[src/rtl/tsnap_pkg.sv]
`timescale 1ns/1ps
package tsnap_pkg;
    localparam int BYTE_W = 8;
    typedef logic [BYTE_W-1:0] byte_t;
    // Kind of access accepted in the current cycle
    typedef enum logic [1:0] {
        ACC_IDLE  = 2'd0,
        ACC_ADDR  = 2'd1,
        ACC_WRITE = 2'd2,
        ACC_READ  = 2'd3
    } acc_e;
endpackage

[src/rtl/tsnap_ptr.sv]
`timescale 1ns/1ps
// Pointer and address-phase control; flags a shadow refresh.
module tsnap_ptr
    import tsnap_pkg::*;
#(
    parameter int AW = 8
) (
    input  logic          clk,
    input  logic          rst_n,
    input  logic          acc_en,
    input  logic          bus_start,
    input  logic          wr_stb,
    input  logic          rd_stb,
    input  byte_t         wr_data,
    output logic [AW-1:0] ptr,
    output acc_e          kind,
    output logic          snap
);
    typedef struct packed {
        logic [AW-1:0] ptr;
        logic          addr_phase;
    } st_t;

    st_t  st_d, st_q;
    logic step;

    always_comb begin
        st_d = st_q;
        kind = ACC_IDLE;
        step = 1'b0;
        snap = 1'b0;
        if (acc_en) begin
            if (bus_start) begin
                st_d.addr_phase = 1'b1;
                snap            = 1'b1;
            end else if (wr_stb) begin
                if (st_q.addr_phase) begin
                    kind            = ACC_ADDR;
                    st_d.ptr        = wr_data[AW-1:0];
                    st_d.addr_phase = 1'b0;
                end else begin
                    kind = ACC_WRITE;
                    step = 1'b1;
                end
            end else if (rd_stb) begin
                kind = ACC_READ;
                step = 1'b1;
            end
        end
        if (step) begin
            st_d.ptr = st_q.ptr + 1'b1;
            snap     = (st_d.ptr == '0);
        end
    end

    always_ff @(posedge clk or negedge rst_n) begin
        if (!rst_n) begin
            st_q.ptr        <= '0;
            st_q.addr_phase <= 1'b1;
        end else begin
            st_q <= st_d;
        end
    end

    assign ptr = st_q.ptr;
endmodule

[src/rtl/tsnap_shadow.sv]
`timescale 1ns/1ps
// Secondary copy of the time bytes.
module tsnap_shadow
    import tsnap_pkg::*;
#(
    parameter int NT  = 7,
    parameter int TAW = 3
) (
    input  logic            clk,
    input  logic            rst_n,
    input  logic [NT*8-1:0] live,
    input  logic            snap,
    input  logic            wr_en,
    input  logic [TAW-1:0]  wr_idx,
    input  byte_t           wr_val,
    output logic [NT*8-1:0] shadow
);
    byte_t sh_d [NT];
    byte_t sh_q [NT];

    for (genvar i = 0; i < NT; i++) begin : g_byte
        always_comb begin
            sh_d[i] = sh_q[i];
            if (snap) sh_d[i] = live[i*8 +: 8];
            if (wr_en && wr_idx == TAW'(i)) sh_d[i] = wr_val;
        end

        always_ff @(posedge clk or negedge rst_n) begin
            if (!rst_n) sh_q[i] <= '0;
            else        sh_q[i] <= sh_d[i];
        end

        assign shadow[i*8 +: 8] = sh_q[i];
    end
endmodule

[src/rtl/tsnap_store.sv]
`timescale 1ns/1ps
// Control bytes (reset to zero) and general storage (no reset).
module tsnap_store
    import tsnap_pkg::*;
#(
    parameter int AW     = 8,
    parameter int CTL_LO = 7,
    parameter int GP_LO  = 20
) (
    input  logic          clk,
    input  logic          rst_n,
    input  logic          we,
    input  logic [AW-1:0] addr,
    input  byte_t         wdata,
    output byte_t         rdata
);
    localparam int DEPTH = 1 << AW;

    byte_t rd_arr [DEPTH];

    for (genvar a = 0; a < DEPTH; a++) begin : g_loc
        if (a < CTL_LO) begin : g_unused
            assign rd_arr[a] = '0;
        end else if (a < GP_LO) begin : g_ctl
            byte_t loc_q;
            always_ff @(posedge clk or negedge rst_n) begin
                if (!rst_n)                     loc_q <= '0;
                else if (we && addr == AW'(a))  loc_q <= wdata;
            end
            assign rd_arr[a] = loc_q;
        end else begin : g_gp
            byte_t loc_q;
            always_ff @(posedge clk) begin
                if (we && addr == AW'(a)) loc_q <= wdata;
            end
            assign rd_arr[a] = loc_q;
        end
    end

    assign rdata = rd_arr[addr];
endmodule

[src/rtl/tsnap_regmap.sv]
`timescale 1ns/1ps
// Register space with time snapshot behind a serial-bus slave.
module tsnap_regmap
    import tsnap_pkg::*;
#(
    parameter int AW    = 8,
    parameter int NT    = 7,
    parameter int GP_LO = 20
) (
    input  logic                  clk,
    input  logic                  rst_n,
    input  logic                  acc_en,
    input  logic                  bus_start,
    input  logic                  wr_stb,
    input  logic                  rd_stb,
    input  logic [7:0]            wr_data,
    output logic [7:0]            rd_data,
    input  logic [NT*8-1:0]       live_time,
    output logic                  time_wr_en,
    output logic [$clog2(NT)-1:0] time_wr_addr,
    output logic [7:0]            time_wr_data
);
    localparam int TAW = $clog2(NT);

    logic [AW-1:0]   ptr;
    acc_e            kind;
    logic            snap;
    logic            is_time;
    logic [NT*8-1:0] shadow_flat;
    byte_t           store_rdata;
    byte_t           sh_byte;
    byte_t           rd_d, rd_q;

    tsnap_ptr #(.AW(AW)) ptr_i (
        .clk       (clk),
        .rst_n     (rst_n),
        .acc_en    (acc_en),
        .bus_start (bus_start),
        .wr_stb    (wr_stb),
        .rd_stb    (rd_stb),
        .wr_data   (wr_data),
        .ptr       (ptr),
        .kind      (kind),
        .snap      (snap)
    );

    assign is_time      = (ptr < AW'(NT));
    assign time_wr_en   = (kind == ACC_WRITE) && is_time;
    assign time_wr_addr = ptr[TAW-1:0];
    assign time_wr_data = wr_data;

    tsnap_shadow #(.NT(NT), .TAW(TAW)) shadow_i (
        .clk    (clk),
        .rst_n  (rst_n),
        .live   (live_time),
        .snap   (snap),
        .wr_en  (time_wr_en),
        .wr_idx (ptr[TAW-1:0]),
        .wr_val (wr_data),
        .shadow (shadow_flat)
    );

    tsnap_store #(.AW(AW), .CTL_LO(NT), .GP_LO(GP_LO)) store_i (
        .clk   (clk),
        .rst_n (rst_n),
        .we    ((kind == ACC_WRITE) && !is_time),
        .addr  (ptr),
        .wdata (wr_data),
        .rdata (store_rdata)
    );

    always_comb begin
        sh_byte = '0;
        for (int i = 0; i < NT; i++) begin
            if (ptr == AW'(i)) sh_byte = shadow_flat[i*8 +: 8];
        end
        rd_d = rd_q;
        if (kind == ACC_READ) rd_d = is_time ? sh_byte : store_rdata;
    end

    always_ff @(posedge clk or negedge rst_n) begin
        if (!rst_n) rd_q <= '0;
        else        rd_q <= rd_d;
    end

    assign rd_data = rd_q;
endmodule

[config.mk]
export PLATFORM = sky130hd
export DESIGN_NAME = tsnap_regmap
export DESIGN_NICKNAME = d
export VERILOG_FILES = /design/src/rtl/tsnap_pkg.sv /design/src/rtl/tsnap_ptr.sv /design/src/rtl/tsnap_shadow.sv /design/src/rtl/tsnap_store.sv /design/src/rtl/tsnap_regmap.sv
export SDC_FILE = /design/constraint.sdc
export NUM_CORES = 2
export LEC_CHECK = 0
export ABC_CLOCK_PERIOD_IN_PS = 7200
export BUFFER_PORTS_ARGS = -buffer_cell sky130_fd_sc_hd__buf_2
export CAP_MARGIN = 20
export CORE_AREA = 3 3 411 413
export CTS_CLUSTER_SIZE = 20
export DETAILED_ROUTE_END_ITERATION = 12
export DIE_AREA = 0 0 414 416
export PLACE_DENSITY = 0.69
export SLEW_MARGIN = 20
export SYNTH_ARGS = -nofsm -noshare
export SYNTH_HDL_FRONTEND = slang
export SYNTH_HIERARCHICAL = 1
export SYNTH_SLANG_ARGS = --single-unit
[constraint.sdc]
create_clock -name clk -period 7.2 [get_ports clk]
set_input_delay 0.72 -clock clk [delete_from_list [all_inputs] [get_ports clk]]
set_output_delay 0.72 -clock clk [all_outputs]
set_load 0.1 [all_outputs]
== Word-level counts from Yosys, hierarchy flattened ==
Index checks and enable logic that the tools add are counted.
Widths: inputs -> output; s select.

* Output and inout port bits: 20
* Register bits: 2065
* Logic and storage cells: 846

* Multiplexer cells: 44
* Magnitude comparators: 2
* Reductions and logical operators: 275
* Equal/unequal tests: 264
* Bitwise operators: 1
* Add/sub/neg operators: 1

{| class="wikitable"
|+ Operator list
! operator !! number
|-
| $eq 8x8->1 const B || 128
|-
| $eq 8x7->1 const B || 64
|-
| $logic_and 1x1->1 || 258
|-
| $eq 8x6->1 const B || 32
|-
| $mux 8 || 26
|-
| $eq 8x5->1 const B || 16
|-
| $bmux 8 s8 || 1
|-
| $eq 8x4->1 const B || 8
|-
| $eq 8x3->1 const B || 4
|-
| $mux 9 || 3
|-
| $reduce_bool 2->1 || 11
|-
| $eq 8x2->1 const B || 2
|-
| $logic_not 8->1 || 2
|-
| $mux 2 || 5
|-
| $eq 3x3->1 const B || 3
|-
| $ge 9x9->1 const B || 1
|-
| $mux 1 || 9
|-
| $not 8->9 || 1
|-
| $add 8x1->8 const B || 1
|-
| $eq 8x1->1 const B || 1
|-
| $lt 8x3->1 const B || 1
|-
| $eq 3x2->1 const B || 2
|-
| $eq 2x2->1 const B || 2
|-
| $reduce_and 4->1 || 1
|-
| other kinds (5) || 5
|}

== Depth between registers and ports, before layout ==
* Depth in word-level cells: 9
* Mapped depth: 15
* Depth with buffers taken out: 10

== By module ==
The synthesis kept the hierarchy.

{| class="wikitable"
|+ By module, submodules not included
! module !! area each (um^2) !! instances !! cells an instance
|-
| tsnap_store || 77878.4 || 1 || 3872
|-
| tsnap_shadow || 2815.2 || 1 || 186
|-
| tsnap_regmap || 1039.7 || 1 || 109
|-
| tsnap_ptr || 700.7 || 1 || 83
|}

== Worst setup path after synthesis ==
No wires, ideal clock.

* Kind: input to register
* From: input port acc_en
* To: register shadow_i.sh_q (netlist bit shadow_i/shadow[0])
* Path buffers: 3
* Arrival time: 4.083 ns
* Slack: 2.992 ns
* Data required time: 7.075 ns
* Stages on the path: 10
* Cells stage by stage: nor2b_1 o21ai_0 clkbuf_1 a21oi_1 nand2b_1 nor2_1 buf_2 or4b_1 buf_4 mux2_4

* Cells in the longest elaborated chain, start to end: 5
* Elaborated cells between the ends (all ways): 9
* Classes of those cells: eq/ne: 1; mux: 5; reduce/logical: 3

{| class="wikitable"
|+ RTL lines
! what !! RTL line !! RTL
|-
| from (decl) || tsnap_regmap.sv:12 || <nowiki>input logic acc_en,</nowiki>
|-
| $mux 2 * || tsnap_ptr.sv:32 || <nowiki>if (acc_en) begin</nowiki>
|-
| net kind[0] || tsnap_regmap.sv:26 || <nowiki>acc_e kind;</nowiki>
|-
| $eq 2x2->1 * || tsnap_regmap.sv:48 || <nowiki>assign time_wr_en = (kind == ACC_WRITE) && is_time;</nowiki>
|-
| $logic_and 1x1->1 * || tsnap_regmap.sv:48 ||
|-
| net time_wr_en || tsnap_regmap.sv:19 || <nowiki>output logic time_wr_en,</nowiki>
|-
| $logic_and 1x1->1 * || tsnap_shadow.sv:25 || <nowiki>if (wr_en && wr_idx == TAW'(i)) sh_d[i] = wr_val;</nowiki>
|-
| $mux 8 / $reduce_bool 2->1 (equally long branches) || - ||
|-
| to (signal, indexed assignment) || tsnap_shadow.sv:30 || <nowiki>else sh_q[i] <= sh_d[i];</nowiki>
|-
| to (decl) || tsnap_shadow.sv:19 || <nowiki>byte_t sh_q [NT];</nowiki>
|}

The timed path passes the listed nets; every way through them passes the cells marked *.
A chain may end at the register's enable or synchronous reset.

== Worst setup path after layout ==
* From: register ptr_i/ptr[0] (netlist name)
* To: register rd_q[4] (netlist: rd_data[4])

* Elaborated cells between the ends (all ways): 20
* Classes of those cells: order compare: 1; eq/ne: 6; mux: 11; bitwise: 1; reduce/logical: 1

{| class="wikitable"
|+ RTL lines
! what !! RTL line !! RTL
|-
| $not 8->9 (implied by the code) || tsnap_store.sv:40 || <nowiki>assign rdata = rd_arr[addr];</nowiki>
|-
| $bmux 8 s8 || tsnap_store.sv:40 ||
|-
| $mux 8 (implied by the code) (2 in series) || tsnap_store.sv:40 ||
|-
| net store_rdata[4] || tsnap_regmap.sv:30 || <nowiki>byte_t store_rdata;</nowiki>
|-
| $mux 8 || tsnap_regmap.sv:78 || <nowiki>if (kind == ACC_READ) rd_d = is_time ? sh_byte : store_rdata;</nowiki>
|-
| to (signal assigned) || tsnap_regmap.sv:83 || <nowiki>else rd_q <= rd_d;</nowiki>
|-
| to (decl) || tsnap_regmap.sv:32 || <nowiki>byte_t rd_d, rd_q;</nowiki>
|}

The timed path passes the listed nets, and every way through them passes these cells. The select of a mux whose other input is x is not followed.

==> summary.txt <==
status - finished, final reports clean
crit-path cells - buf_12 > buf_4 > mux4_2 > a22oi_1 > a21oi_1 > nor3_1 > nand3_1 > a221oi_2 > o21bai_1
H-tree depth - 4
placer congestion estimate - 0.881
CTS root buffer - clkbuf_16
max-cap violations - 0
via/cell ratio - 6.32
I/O pin total - 90
Avg Synthesized Cell Area - 19.4 um^2
data required time of the critical path - 7.93 ns
DIE WIDTH - 414 um
Layout Cells excl Fill - 6716
Post-Syn Area - 0.0824 mm^2
clk buf depth - 3
Worst path slowest cell - dfrtp_4
Die H - 416 um
largest net degree at the start of global routing - 175
Post-Synthesis Cells - 4250
GR Util All Layers - 23.3%
Final Cycle Share - 67.1%
CTS Buf Count - 197
DP Wirelength - 120 mm
first-pass GRT wire length - 295 mm
clk_lat worst skew - 0.85 ns
final setup TNS - 0 ns
Final WS setup - 2.37 ns
Placed Cells incl. Taps - 6347
post_cts resized - 0
CP endpoint kind - register
ratio of cells with drive above 1 in the final layout - 25.1%
relative slew slack - 23.1%
final setup fails - 0
Synth Register Bits - 2065
crit path DAT - 5.57 ns
Placeable Area - 0.165 mm^2
share of flip-flops with an asynchronous set or reset - 8.57%
Post-synth EDFFs - 1888
# DRC - 0
Fin. Hold Viols - 0
clock-pin transition on the worst setup and hold timing paths - 0.06 ns
Worst Setup Start Kind - register
DP Worst Slack - 2.04 ns
antenna violations before repair - 9
achievable clock frequency - 207 MHz
crit path time final - 4.83 ns
DP Area - 0.0852 mm^2
type of the most critical hold path - input port to register
RSZ-0062 raised after global routing - no
IO Port Bufs - 89
Max FO, Critical Path - 87
Initial DRT Pass Iterations - 6
Leakage - 30.2 nW
Post-synth top cells - 1888 x edfxtp_1, 356 x mux4_2, 281 x mux2i_1
hold wc startpoint - acc_en
ys flop type - edfxtp_1
Routed WL per cell - 30.0 um
highest cell delay on the worst timing path - 0.94 ns
r2r startpoint - ptr_i/ptr[0]
die area - 0.172 mm^2
worst vdd ir - 0.292 mV
post-route cell area - 0.0917 mm^2
DR iter-0 viols - 5397
antenna-violating nets left - 0
top-area cell type share of the netlist area - 68.8%
Final nets - 4430
top-count cell post-synth - edfxtp_1
post-synthesis sequential area ratio - 74.2%
P&R area growth vs syn - 11.3%
vias - 42462
row cnt - 149
Setup crit start - ptr_i/ptr[0]
area leader, netlist - edfxtp_1
Slew @ Worst Pin - 1.15 ns
ranking of synthesized cells by area - edfxtp_1 69%, mux4_2 9.7%, dfrtp_1 5.3%
Pwr Density - 326 mW/mm^2
number of unique standard cell types used by synthesis - 76
WL final - 202 mm
synth warn - 6
grt total ovfl - 0
Slew Limit Fails - 0
number of global-route vias before repair - 41877
critical path class - register to register
Initial Util - 49.9%
CTS tree - done
Setup Skew - 0.0482 ns
Clock Sinks - 2065
Synth Net Count - 4322
total power - 29.9 mW
## report_power, final
part           switching (mW)  internal [mW]
registers               0.212           13.2
logic                    3.85           2.26
clock network            4.51           5.81
total                    8.57           21.3
## through the flow
stage,util (%),hold slack [ns]
6_report,55.5,0.218
5_1_grt,55.5,0.188
2_1_floorplan,-,0.424
3_3_place_gp,51.5,0.462
3_5_place_dp,51.6,0.474
4_1_cts,55.5,0.147
## placed cells by master (no fill, tap or decap), types with 37 or more instances in the layout
cell and n:
mux2i_1 281, mux2_2 242, nor2_1 266, a22oi_1 119, clkbuf_16 197, o22ai_1 82
o21ai_0 37, clkinv_1 50, a21oi_1 65, buf_2 80, dfrtp_1 171, a221oi_1 48
mux4_2 356, edfxtp_1 1888, nand2_1 51, buf_4 84
## area by class of cell
class	instances	area (um^2)
fillers	12365	73500
flip-flops and latches	2065	61100
multi-input cells	1898	19800
clock buffers	233	5100
well taps	2189	2740
repair buffers	188	1450
clock inverters	132	1430
inverters	8	30.0
diodes	3	7.51
## per-layer routing
layer  part of all wire [%]  global-route usage, %  wire, um  up-vias
met2                     47                   36.1     94900     2124
met5                  0.016                      0        32        -
met3                    8.9                   4.37     17900      311
met1                     41                   34.0     83100    22444
met4                    2.8                   7.03      5720        4
li1                       -                      -         -    17579
## what timing repair did
item / in CTS / in global routing
hold buffers: 1 / 0
setup buffers: 0 / 0
hold endpoints to repair: 75 / 0
## flip-flops by register name (all words and copies together), names as in the netlist
register,count
ptr_i/ptr,8
ptr_i/st_q,1
rd_data,8
shadow_i/shadow,56
store_i/g_loc.g_ctl.loc_q,104
store_i/g_loc.g_gp.loc_q,1888
## worst paths after layout
path	end	slack [ns]	depth (start not counted)
worst max-delay path	rd_data[4]	2.37	9
worst min-delay path	ptr_i/ptr[3]	0.22	3
worst max register to register	rd_data[4]	2.37	9
worst min register to register	store_i/g_loc[15].g_ctl.loc_q[4]	0.48	1
max in group asynchronous	store_i/g_loc[17].g_ctl.loc_q[4]	5.48	3
min in group asynchronous	shadow_i/shadow[33]	0.47	2
## critical path: cells and delay by family (launching register included)
kind / cells / cell delay (ns)
and+or+nand+nor: 2 / 0.84
muxes: 1 / 0.62
DFF: 1 / 0.94
buffers and inverters: 2 / 1.30
AOI/OAI and AO/OA: 4 / 0.82
## cells by family after synthesis
kind of cell | Yosys count | synth area share (%)
flip-flops | 2065 | 74.2
multiplexers | 909 | 16.9
AND/OR/NAND/NOR | 531 | 3.17
AO/OA/AOI/OAI | 453 | 3.81
buffers and inverters | 287 | 1.90
XOR/XNOR | 3 | 0.0319
adder cells (fa/ha/maj) | 2 | 0.0304
Power figures use the tool's default switching activity.
